`src/rtl/dramc_pkg.sv`:
```
package dramc_pkg;
    typedef enum logic [2:0] {
        ST_IDLE,
        ST_PRE,
        ST_ACT,
        ST_CAS,
        ST_RRAS,
        ST_RREC
    } dstate_e;

    typedef enum logic [1:0] {
        AS_ROW,
        AS_COL,
        AS_REF
    } asel_e;
endpackage

```
`src/rtl/dramc_ref_timer.sv`:
```
module dramc_ref_timer #(
    parameter int REF_CYC = 3906,
    parameter int ROW_W   = 4
) (
    input  logic             clk,
    input  logic             rst_n,
    input  logic             ref_done,
    output logic             ref_pend,
    output logic [ROW_W-1:0] ref_row
);
    localparam int CNT_W = (REF_CYC > 2) ? $clog2(REF_CYC) : 1;

    typedef struct packed {
        logic [CNT_W-1:0] cnt;
        logic             pend;
        logic [ROW_W-1:0] row;
    } tmr_t;

    tmr_t tmr_d, tmr_q;

    always_comb begin
        tmr_d = tmr_q;
        if (tmr_q.cnt == '0) begin
            tmr_d.cnt  = CNT_W'(REF_CYC - 1);
            tmr_d.pend = 1'b1;
        end else begin
            tmr_d.cnt = tmr_q.cnt - 1'b1;
            if (ref_done) tmr_d.pend = 1'b0;
        end
        if (ref_done) tmr_d.row = tmr_q.row + 1'b1;
    end

    always_ff @(posedge clk or negedge rst_n) begin
        if (!rst_n) begin
            tmr_q.cnt  <= CNT_W'(REF_CYC - 1);
            tmr_q.pend <= 1'b0;
            tmr_q.row  <= '0;
        end else begin
            tmr_q <= tmr_d;
        end
    end

    assign ref_pend = tmr_q.pend;
    assign ref_row  = tmr_q.row;

    AST_ROW_STEP: assert property (@(posedge clk) disable iff (!rst_n)
        ref_done |=> ref_row == $past(ref_row) + 1'b1);
    AST_PEND_HOLD: assert property (@(posedge clk) disable iff (!rst_n)
        (ref_pend && !ref_done) |=> ref_pend);
endmodule

```
`src/rtl/dramc_page_track.sv`:
```
module dramc_page_track #(
    parameter int ROW_W = 4
) (
    input  logic             clk,
    input  logic             rst_n,
    input  logic             open_set,
    input  logic             open_clr,
    input  logic [ROW_W-1:0] set_row,
    input  logic [ROW_W-1:0] cmp_row,
    output logic             row_open,
    output logic             row_hit
);
    typedef struct packed {
        logic             open;
        logic [ROW_W-1:0] row;
    } pg_t;

    pg_t pg_d, pg_q;

    always_comb begin
        pg_d = pg_q;
        if (open_clr) pg_d.open = 1'b0;
        if (open_set) begin
            pg_d.open = 1'b1;
            pg_d.row  = set_row;
        end
    end

    always_ff @(posedge clk or negedge rst_n) begin
        if (!rst_n) pg_q <= '0;
        else        pg_q <= pg_d;
    end

    assign row_open = pg_q.open;
    assign row_hit  = pg_q.open && (pg_q.row == cmp_row);

    AST_OPEN_AFTER_SET: assert property (@(posedge clk) disable iff (!rst_n)
        open_set |=> row_open);
    AST_CLOSED_AFTER_CLR: assert property (@(posedge clk) disable iff (!rst_n)
        (open_clr && !open_set) |=> !row_open);
endmodule

```
`src/rtl/dramc_addr_mux.sv`:
```
module dramc_addr_mux
    import dramc_pkg::*;
#(
    parameter int ROW_W = 4,
    parameter int COL_W = 4,
    parameter int MA_W  = 4
) (
    input  asel_e            sel,
    input  logic [ROW_W-1:0] row,
    input  logic [COL_W-1:0] col,
    input  logic [ROW_W-1:0] ref_row,
    output logic [MA_W-1:0]  addr
);
    always_comb begin
        addr = '0;
        unique case (sel)
            AS_COL:  addr[COL_W-1:0] = col;
            AS_REF:  addr[ROW_W-1:0] = ref_row;
            default: addr[ROW_W-1:0] = row;
        endcase
    end
endmodule

```
`src/rtl/dram_page_ctrl.sv`:
```
module dram_page_ctrl
    import dramc_pkg::*;
#(
    parameter int ROW_W   = 4,
    parameter int COL_W   = 4,
    parameter int DATA_W  = 8,
    parameter int T_RP    = 2,
    parameter int T_RCD   = 2,
    parameter int T_CL    = 2,
    parameter int T_RAS   = 3,
    parameter int CLK_MHZ = 250,
    parameter int REF_NS  = 15625,
    parameter int REF_CYC = CLK_MHZ * REF_NS / 1000,
    localparam int ADDR_W = ROW_W + COL_W,
    localparam int MA_W   = (ROW_W > COL_W) ? ROW_W : COL_W
) (
    input  logic              clk,
    input  logic              rst_n,
    input  logic              req_valid,
    output logic              req_ready,
    input  logic              req_we,
    input  logic [ADDR_W-1:0] req_addr,
    input  logic [DATA_W-1:0] req_wdata,
    output logic              rsp_valid,
    output logic [DATA_W-1:0] rsp_rdata,
    output logic [MA_W-1:0]   dram_addr,
    output logic              dram_ras_n,
    output logic              dram_cas_n,
    output logic              dram_we_n,
    output logic [DATA_W-1:0] dram_wdata,
    input  logic [DATA_W-1:0] dram_rdata
);
    localparam int TMAX_A = (T_RP > T_RCD) ? T_RP : T_RCD;
    localparam int TMAX_B = (T_CL > T_RAS) ? T_CL : T_RAS;
    localparam int TMAX   = (TMAX_A > TMAX_B) ? TMAX_A : TMAX_B;
    localparam int CW     = $clog2(TMAX + 1);

    typedef struct packed {
        dstate_e           st;
        logic [CW-1:0]     cnt;
        logic              to_ref;
        logic              we;
        logic [ROW_W-1:0]  row;
        logic [COL_W-1:0]  col;
        logic [DATA_W-1:0] wdata;
        asel_e             asel;
        logic              ras_n;
        logic              cas_n;
        logic              we_n;
        logic              rsp_v;
        logic [DATA_W-1:0] rdata;
    } ctl_t;

    ctl_t c_d, c_q;

    logic             ref_pend, ref_done;
    logic [ROW_W-1:0] ref_row;
    logic             open_set, open_clr, row_open, row_hit;
    logic [ROW_W-1:0] set_row;
    logic [ROW_W-1:0] in_row;
    logic [COL_W-1:0] in_col;
    logic             accept;

    assign in_row    = req_addr[ADDR_W-1:COL_W];
    assign in_col    = req_addr[COL_W-1:0];
    assign req_ready = (c_q.st == ST_IDLE) && !ref_pend;
    assign accept    = req_valid && req_ready;

    dramc_ref_timer #(.REF_CYC(REF_CYC), .ROW_W(ROW_W)) u_timer (
        .clk(clk), .rst_n(rst_n), .ref_done(ref_done),
        .ref_pend(ref_pend), .ref_row(ref_row)
    );

    dramc_page_track #(.ROW_W(ROW_W)) u_page (
        .clk(clk), .rst_n(rst_n), .open_set(open_set), .open_clr(open_clr),
        .set_row(set_row), .cmp_row(in_row), .row_open(row_open), .row_hit(row_hit)
    );

    dramc_addr_mux #(.ROW_W(ROW_W), .COL_W(COL_W), .MA_W(MA_W)) u_amux (
        .sel(c_q.asel), .row(c_q.row), .col(c_q.col), .ref_row(ref_row),
        .addr(dram_addr)
    );

    always_comb begin
        c_d      = c_q;
        c_d.rsp_v = 1'b0;
        open_set = 1'b0;
        open_clr = 1'b0;
        set_row  = c_q.row;
        ref_done = 1'b0;
        unique case (c_q.st)
            ST_IDLE: begin
                if (ref_pend) begin
                    c_d.to_ref = 1'b1;
                    if (row_open) begin
                        c_d.st    = ST_PRE;
                        c_d.ras_n = 1'b1;
                        c_d.cnt   = CW'(T_RP - 1);
                        open_clr  = 1'b1;
                    end else begin
                        c_d.st    = ST_RRAS;
                        c_d.ras_n = 1'b0;
                        c_d.asel  = AS_REF;
                        c_d.cnt   = CW'(T_RAS - 1);
                    end
                end else if (accept) begin
                    c_d.to_ref = 1'b0;
                    c_d.we     = req_we;
                    c_d.row    = in_row;
                    c_d.col    = in_col;
                    c_d.wdata  = req_wdata;
                    if (row_hit) begin
                        c_d.st    = ST_CAS;
                        c_d.cas_n = 1'b0;
                        c_d.we_n  = !req_we;
                        c_d.asel  = AS_COL;
                        c_d.cnt   = CW'(T_CL - 1);
                    end else if (row_open) begin
                        c_d.st    = ST_PRE;
                        c_d.ras_n = 1'b1;
                        c_d.cnt   = CW'(T_RP - 1);
                        open_clr  = 1'b1;
                    end else begin
                        c_d.st    = ST_ACT;
                        c_d.ras_n = 1'b0;
                        c_d.asel  = AS_ROW;
                        c_d.cnt   = CW'(T_RCD - 1);
                        open_set  = 1'b1;
                        set_row   = in_row;
                    end
                end
            end
            ST_PRE: begin
                if (c_q.cnt != '0) begin
                    c_d.cnt = c_q.cnt - 1'b1;
                end else if (c_q.to_ref) begin
                    c_d.st    = ST_RRAS;
                    c_d.ras_n = 1'b0;
                    c_d.asel  = AS_REF;
                    c_d.cnt   = CW'(T_RAS - 1);
                end else begin
                    c_d.st    = ST_ACT;
                    c_d.ras_n = 1'b0;
                    c_d.asel  = AS_ROW;
                    c_d.cnt   = CW'(T_RCD - 1);
                    open_set  = 1'b1;
                end
            end
            ST_ACT: begin
                if (c_q.cnt != '0) begin
                    c_d.cnt = c_q.cnt - 1'b1;
                end else begin
                    c_d.st    = ST_CAS;
                    c_d.cas_n = 1'b0;
                    c_d.we_n  = !c_q.we;
                    c_d.asel  = AS_COL;
                    c_d.cnt   = CW'(T_CL - 1);
                end
            end
            ST_CAS: begin
                if (c_q.cnt != '0) begin
                    c_d.cnt = c_q.cnt - 1'b1;
                end else begin
                    c_d.st    = ST_IDLE;
                    c_d.cas_n = 1'b1;
                    c_d.we_n  = 1'b1;
                    if (!c_q.we) begin
                        c_d.rsp_v = 1'b1;
                        c_d.rdata = dram_rdata;
                    end
                end
            end
            ST_RRAS: begin
                if (c_q.cnt != '0) begin
                    c_d.cnt = c_q.cnt - 1'b1;
                end else begin
                    c_d.st    = ST_RREC;
                    c_d.ras_n = 1'b1;
                    c_d.cnt   = CW'(T_RP - 1);
                    ref_done  = 1'b1;
                end
            end
            ST_RREC: begin
                if (c_q.cnt != '0) c_d.cnt = c_q.cnt - 1'b1;
                else               c_d.st  = ST_IDLE;
            end
            default: c_d.st = ST_IDLE;
        endcase
    end

    always_ff @(posedge clk or negedge rst_n) begin
        if (!rst_n) begin
            c_q       <= '0;
            c_q.st    <= ST_IDLE;
            c_q.asel  <= AS_ROW;
            c_q.ras_n <= 1'b1;
            c_q.cas_n <= 1'b1;
            c_q.we_n  <= 1'b1;
        end else begin
            c_q <= c_d;
        end
    end

    assign dram_ras_n = c_q.ras_n;
    assign dram_cas_n = c_q.cas_n;
    assign dram_we_n  = c_q.we_n;
    assign dram_wdata = c_q.wdata;
    assign rsp_valid  = c_q.rsp_v;
    assign rsp_rdata  = c_q.rdata;

    // Strobe-timing observers for the assertions below
    logic [CW-1:0] ras_hi_q, ras_lo_q;
    always_ff @(posedge clk or negedge rst_n) begin
        if (!rst_n) begin
            ras_hi_q <= CW'(TMAX);
            ras_lo_q <= '0;
        end else begin
            ras_hi_q <= !dram_ras_n ? '0 : (ras_hi_q == CW'(TMAX) ? ras_hi_q : ras_hi_q + 1'b1);
            ras_lo_q <= dram_ras_n ? '0 : (ras_lo_q == CW'(TMAX) ? ras_lo_q : ras_lo_q + 1'b1);
        end
    end

    AST_CAS_UNDER_RAS: assert property (@(posedge clk) disable iff (!rst_n)
        !dram_cas_n |-> !dram_ras_n);
    AST_PRECHARGE_MIN: assert property (@(posedge clk) disable iff (!rst_n)
        $fell(dram_ras_n) |-> ras_hi_q >= CW'(T_RP));
    AST_RAS_TO_CAS_MIN: assert property (@(posedge clk) disable iff (!rst_n)
        $fell(dram_cas_n) |-> ras_lo_q >= CW'(T_RCD));
    AST_READY_HELD_OFF: assert property (@(posedge clk) disable iff (!rst_n)
        ref_pend |-> !req_ready);
    AST_RSP_PULSE: assert property (@(posedge clk) disable iff (!rst_n)
        rsp_valid |=> !rsp_valid);
endmodule

```
`config.mk`:
```
export PLATFORM = sky130hd
export DESIGN_NAME = dram_page_ctrl
export DESIGN_NICKNAME = d
export VERILOG_FILES = /design/src/rtl/dramc_pkg.sv /design/src/rtl/dramc_ref_timer.sv /design/src/rtl/dramc_page_track.sv /design/src/rtl/dramc_addr_mux.sv /design/src/rtl/dram_page_ctrl.sv
export SDC_FILE = /design/constraint.sdc
export NUM_CORES = 1
export LEC_CHECK = 0
export CAP_MARGIN = 25
export CORE_MARGIN = 3
export CORE_UTILIZATION = 40
export DETAILED_ROUTE_END_ITERATION = 10
export GPL_TIMING_DRIVEN = 0
export PLACE_DENSITY = 0.74
export RECOVER_POWER = 25
export SLEW_MARGIN = 20
export SYNTH_ARGS = -nofsm -noshare
export SYNTH_HDL_FRONTEND = slang
export SYNTH_HIERARCHICAL = 1
export SYNTH_SLANG_ARGS = --single-unit
```
`constraint.sdc`:
```
create_clock -name clk -period 2.3 [get_ports clk]
set_input_delay 0.46 -clock clk [delete_from_list [all_inputs] [get_ports clk]]
set_output_delay 0.46 -clock clk [all_outputs]
set_load 0.005 [all_outputs]
```
# [Word level (Yosys, flattened, before mapping)]
# Cells that the tools add are included.
[totals] register_bits=59 inputBits=28 output_inout_bits=25 wordCells=128
[classes] n_addsub=3 n_eq_ne=21 muxes=57 bitwise=3 n_reduce_logical=26
[ops] cell="$mux W28" count=1
[ops] cell="$mux W4" count=7
[ops] cell="$mux W3" count=7
[ops] cell="$mux W2" count=10
[ops] cell="$mux W9" count=2
[ops] cell="$mux W1" count=17
[ops] cell="$ne A2 B2 Y1 const B" count=8
[ops] cell="$mux W5" count=3
[ops] cell="$pmux W3 S5" count=1
[ops] cell="$mux W13" count=1
[ops] cell="$logic_not A12 Y1" count=1
[ops] cell="$pmux W2 S3" count=2
[ops] cell="$reduce_and A6 Y1" count=2
[ops] cell="$sub A12 B1 Y12 const B" count=1
[ops] cell="$mux W11" count=1
[ops] cell="$reduce_and A5 Y1" count=2
[ops] cell="$reduce_and A3 Y1" count=3
[ops] cell="$reduce_bool A3 Y1" count=3
[ops] cell="$pmux W2 S4" count=1
[ops] cell="$pmux W4 S2" count=1
[ops] cell="$reduce_bool A2 Y1" count=4
[ops] cell="$eq A3 B2 Y1 const B" count=2
[ops] cell="$eq A3 B3 Y1 const B" count=2
[ops] cell="$mux W6" count=1
[ops] cell="18 further kinds" count=27

# [Depth between registers and ports, before layout]
[logic_depth] ltp_word=8 mapped_depth=8 ltp_nobuf=8

# [Cells and area by module]
# The synthesis kept the hierarchy.
[by_module_without_submodules] module="dram_page_ctrl" n_inst=1 cells_each=182 area_each_um2=2050.7 seq_area_each_um2=929.6
[by_module_without_submodules] module="dramc_ref_timer" n_inst=1 cells_each=79 area_each_um2=860.8 seq_area_each_um2=432.9
[by_module_without_submodules] module="dramc_page_track" n_inst=1 cells_each=22 area_each_um2=236.5 seq_area_each_um2=125.1
[by_module_without_submodules] module="dramc_addr_mux" n_inst=1 cells_each=16 area_each_um2=97.6 seq_area_each_um2=0.0

# [Least setup slack after synthesis]
# No wires, ideal clock.
[synth_path] path_kind="input to register" startpoint="in req_addr[7]" endpoint="reg u_page/pg_q[3] (netlist bit)" setup_ns=0.127 arrival_ns=2.256 required_ns=2.173 setup_slack_ns=-0.084 path_stages=7 n_path_buf=1 cell_sequence="nand2b_1 o2111ai_1 a2111oi_1 or3_1 buf_2 mux2_4 mux2_1"
[synth_between] elab_chain_len=6 word_cells_on_any_way=11 cone_classes="1 x eq/ne; 9 x mux; 1 x reduce/logical"
[synth_rtl] element="start, declared" line_no="dram_page_ctrl.sv:22" source="input logic [ADDR_W-1:0] req_addr,"
[synth_rtl] element="$eq A4 B4 Y1" line_no="dramc_page_track.sv:35" source="assign row_hit = pg_q.open && (pg_q.row == cmp_row);"
[synth_rtl] element="$logic_and A1 B1 Y1" line_no="dramc_page_track.sv:35"
[synth_rtl] element="via row_hit" line_no="dram_page_ctrl.sv:58" source="logic open_set, open_clr, row_open, row_hit;"
[synth_rtl] element="$mux W4" line_no="dram_page_ctrl.sv:112" source="if (row_hit) begin"
[synth_rtl] element="$mux W4" line_no="dram_page_ctrl.sv:106" source="end else if (accept) begin"
[synth_rtl] element="$mux W4" line_no="dram_page_ctrl.sv:93" source="if (ref_pend) begin"
[synth_rtl] element="$mux W4" line_no="dram_page_ctrl.sv:91" source="unique case (c_q.st)"
[synth_rtl] element="via set_row[3]" line_no="dram_page_ctrl.sv:59" source="logic [ROW_W-1:0] set_row;"
[synth_rtl] element="end signal, assigned" line_no="dramc_page_track.sv:31" source="else pg_q <= pg_d;"
[synth_rtl] element="end, declared" line_no="dramc_page_track.sv:18" source="pg_t pg_d, pg_q;"
# The timed path passes the listed nets, and every way through them passes these cells.
# A chain may end at the register's enable or synchronous reset.

# [Worst setup path after layout]
[layout_path] startpoint="reg c_q[12] (netlist bit)" endpoint="out dram_addr[0]"
[layout_between] elab_chain_len=2 word_cells_on_any_way=3 cone_classes="2 x eq/ne; 1 x mux"
[layout_rtl] element="start, declared" line_no="dram_page_ctrl.sv:54" source="ctl_t c_d, c_q;"
[layout_rtl] element="$eq A2 B2 Y1 / $eq A2 B1 Y1 (equally long branches)" line_no="dramc_addr_mux.sv:16" source="unique case (sel)"
[layout_rtl] element="$pmux W4 S2 (*)" line_no="dramc_addr_mux.sv:16"
[layout_rtl] element="end, declared" line_no="dram_page_ctrl.sv:26" source="output logic [MA_W-1:0] dram_addr,"
# Every way passes the cells marked *; elsewhere a longest branch is shown, timed or not.

==> impl_results.md <==
* Share of cells above drive strength 1 at 29.0%
* Largest family of logic cells by synthesized area: compound AO/OA/AOI/OAI gates
* Initial DRC Count at 132
* Synth Flop Type: dfrtp_1
* Gr usage total at 16.0%
* Int Power at 3.52 mW
* Commonest non-fill, non-tap cell in the layout: dfrtp_1
* Commonest non-fill, non-tap cells in the layout: dfrtp_1, clkdlybuf4s50_1, mux2_2
* Root Driver: clkbuf_8
* Post-DRT Antenna Nets at 0
* CP cell instances: inv_1 -> ha_4 -> nand2_1 -> o21ai_1 -> clkdlybuf4s50_1
* Via density at 5.34
* Post-synthesis compound-gate area fraction at 16.3%
* Layout fillers at 701
* Cell Area, Synth at 3250 µm²
* Reg clk slew, reported paths at 0.07 ns
* Max IR drop VDD at 0.436 mV
* Io pins at 53
* Library cells used by synthesis at 61
* Seq pwr share at 33.1%
* Effective utilization at floorplan at 41.6%
* R2r endpoint: u_page/pg_q[3]
* CTS Buf Count at 9
* H-tree depth at 3
* Req. time, crit path at 1.84 ns
* CP startpoint: c_q[12]
* Clock skew at 0.00683 ns
* CTS max path bufs at 2
* Post-synthesis sequential area ratio at 45.8%
* NetSw at 1.76 mW
* Slowest-stage cell, CP: clkdlybuf4s50_1
* CTS tree: done
* Mux cell area share after synthesis at 12.2%
* Post-synth EDFFs at 0
* Post-synthesis xor/xnor area fraction at 1.89%
* Syn_area_per_cell at 10.9 µm²
* Diode count at 0
* DPL Wire Length at 4900 µm
* Power share of the clock group at 19.4%
* Async SR Flop Fraction at 100%
* Routability cong. at 0.912
* Final Hold Slack at 0.476 ns
* NumNets Final at 403
* Post-synthesis cell count at 299
* Met2 usage at 26.7%
* Port bufs at 52
* Final WL at 6990 µm
* Worst-Skew Late Latency at 0.33 ns
* Rel. slew slack at 49.5%
* PwrDens at 1250 nW/µm²
* Die Y at 96.1 µm
* Fin crit period at 2.23 ns
* Leakage power at 1.85 nW
* Simple-gate share of the synthesized area at 13.0%
* Number of global-route vias before repair at 2529
* Crit path capture: dram_addr[0]
* Crit-path max cell delay at 0.52 ns
* WS Path Type: flop to output pin
* Area Growth Syn to Fin at 30.1%
* Crit start category: flop
* Global routing met3 resource utilization at 4.22%
* Antenna violations before repair at 0
* Setup-failing EPs final at 0
* First-pass GRT wire length at 11600 µm
* CTS sink cnt at 59
* Setup TNS at 0 ns
* Grt total ovfl at 0
* # rows at 32
* Number of hold violations in the final report at 0
* DIE WIDTH at 96.1 µm
* CP max FO at 8
* Core area at 7810 µm²
* YS warnings at 6
* Largest net degree at the start of global routing at 47
* Worst Hold Class: flop to flop
* Slew Limit Fails at 0
* FF-to-FF Start: c_q[34]
* RSZ-0062 raised after global routing: no
* Global Route met1 Usage at 20.0%
* Drt drc at 0
* Max Cap Viol at 0
* Reg2reg path depth at 7
* DR pass1 iterations at 4
* Status: finished clean
* Comb pwr share at 47.4%
* Worst slew pin tran at 0.757 ns
* Fmax at 448 MHz
* Post-synthesis register bit count at 59
* Data arrival, critical path at 1.77 ns
* Die ar. at 9230 µm²
* Via count at 2538
* Avg WL per Cell at 14.7 µm
* Period Utilization, post-route at 97.1%
* Grt peak-use layer: met2
* Synth Area in Adders at 2.70%
* R2r setup slk at 0.10 ns
* Switching fraction of total power at 33.4%
* Crit. End Element: output pin
* Mapped Nets at 334
==> sequential cells by signal (all words and copies together) (netlist names), 4 cells and up <==
signal,cells
rsp_rdata,8
c_q,17
u_timer/tmr_q,12
u_page/pg_q,4
dram_wdata,8
u_timer/ref_row,4
==> Yosys cell counts, drive strengths merged, types with 3 or more instances <==
library cell / number / area (µm²)
o2111ai: 3 / 26.3
a21o: 4 / 30.0
xor2: 3 / 26.3
buf: 27 / 184
nand2: 13 / 56.3
or2: 3 / 18.8
dfstp: 9 / 236
nor2: 16 / 60.1
nand2b: 4 / 25.0
ha: 7 / 87.6
o21ai: 18 / 90.1
a22oi: 5 / 37.5
clkbuf: 5 / 18.8
nor3: 5 / 36.3
nor3b: 3 / 22.5
o22a: 3 / 26.3
or3: 5 / 31.3
a211oi: 4 / 30.0
xnor2: 4 / 35.0
and3: 3 / 18.8
mux2: 32 / 375
nand4: 3 / 18.8
dfrtp: 50 / 1250
o31ai: 6 / 45.0
a21oi: 9 / 45.0
inv: 16 / 60.1
==> how the worst min path moves through the flow <==
stage	startpoint	end	slack (ns)	cells after the start
after global routing	req_addr[6]	c_q[28]	0.52	2
after CTS	u_timer/tmr_q[5]	u_timer/tmr_q[5]	0.48	1
after floorplan	rst_n	c_q[12]	0.16	0
after detailed placement	rst_n	rsp_rdata[0]	0.33	1
final	u_timer/tmr_q[5]	u_timer/tmr_q[5]	0.48	1
after global placement	u_timer/tmr_q[5]	u_timer/tmr_q[5]	0.46	1
==> cell families (layout without fill, tap and decap cells) <==
logic type                 Yosys count  after routing
muxes                               34             34
adders and majority gates            7              7
and+or+nand+nor                     69             69
buffers and inverters               48            122
xor gates and xnor gates             7              7
DFF                                 59             59
AOI/OAI and AO/OA                   75             75
==> power groups by stage <==
stage | Combinational, mW | Sequential, mW | Clock, mW
after detailed placement | 2.40 | 1.76 | 0
final | 2.51 | 1.75 | 1.03
after floorplan | 1.58 | 1.68 | 0
after CTS | 2.50 | 1.75 | 1.06
after global placement | 2.35 | 1.74 | 0
after global routing | 2.73 | 1.81 | 1.09
==> worst max-delay path, delay by kind of cell, from the launching register on <==
kind,cells,cell delay [ns]
AO/OA/AOI/OAI,1,0.09
flip-flops,1,0.38
AND/OR/NAND/NOR,1,0.06
adder cells (fa/ha/maj),1,0.31
buffers and inverters,2,0.61
==> layer usage <==
layer | share of wire (%) | up-vias
met5 | 0 | -
met4 | 1.7 | 0
met3 | 5.3 | 18
met2 | 51 | 77
met1 | 42 | 1232
li1 | - | 1211
==> area by class of cell <==
| class | count | area, µm² | area share [%] |
|---|---|---|---|
| clock inverters | 6 | 90.1 | 2.13 |
| repair buffers | 58 | 569 | 13.5 |
| inverters | 16 | 60.1 | 1.42 |
| flip-flops and latches | 59 | 1490 | 35.3 |
| well taps | 102 | 128 | 3.02 |
| plain buffers | 32 | 208 | 4.92 |
| multi-input cells | 192 | 1550 | 36.7 |
| clock buffers | 10 | 128 | 3.02 |
==> timing repair <==
action                                  in CTS  in global routing
buffers inserted                             3                  1
resized for setup                           10                  9
hold buffers                                 1                  0
hold endpoints to repair                    10                  0
endpoints found under the setup margin      15                 11
pin swaps                                    1                  4
==> through the flow <==
| stage | cells | util, % | setup WS [ns] | power [mW] | area, µm² |
|---|---|---|---|---|---|
| global route | 475 | 54.1 | 0.00163 | 5.63 | 4220 |
| CTS | 474 | 53.9 | 0.0184 | 5.31 | 4210 |
| floorplan | 299 | - | 0.103 | 3.25 | 3250 |
| detailed placement | 454 | 50.3 | -0.694 | 4.16 | 3920 |
| global placement | 453 | 49.9 | -1.14 | 4.09 | 3900 |
| finish | 475 | 54.1 | 0.0678 | 5.29 | 4220 |
Note: power is estimated with default switching activity, not from simulation.
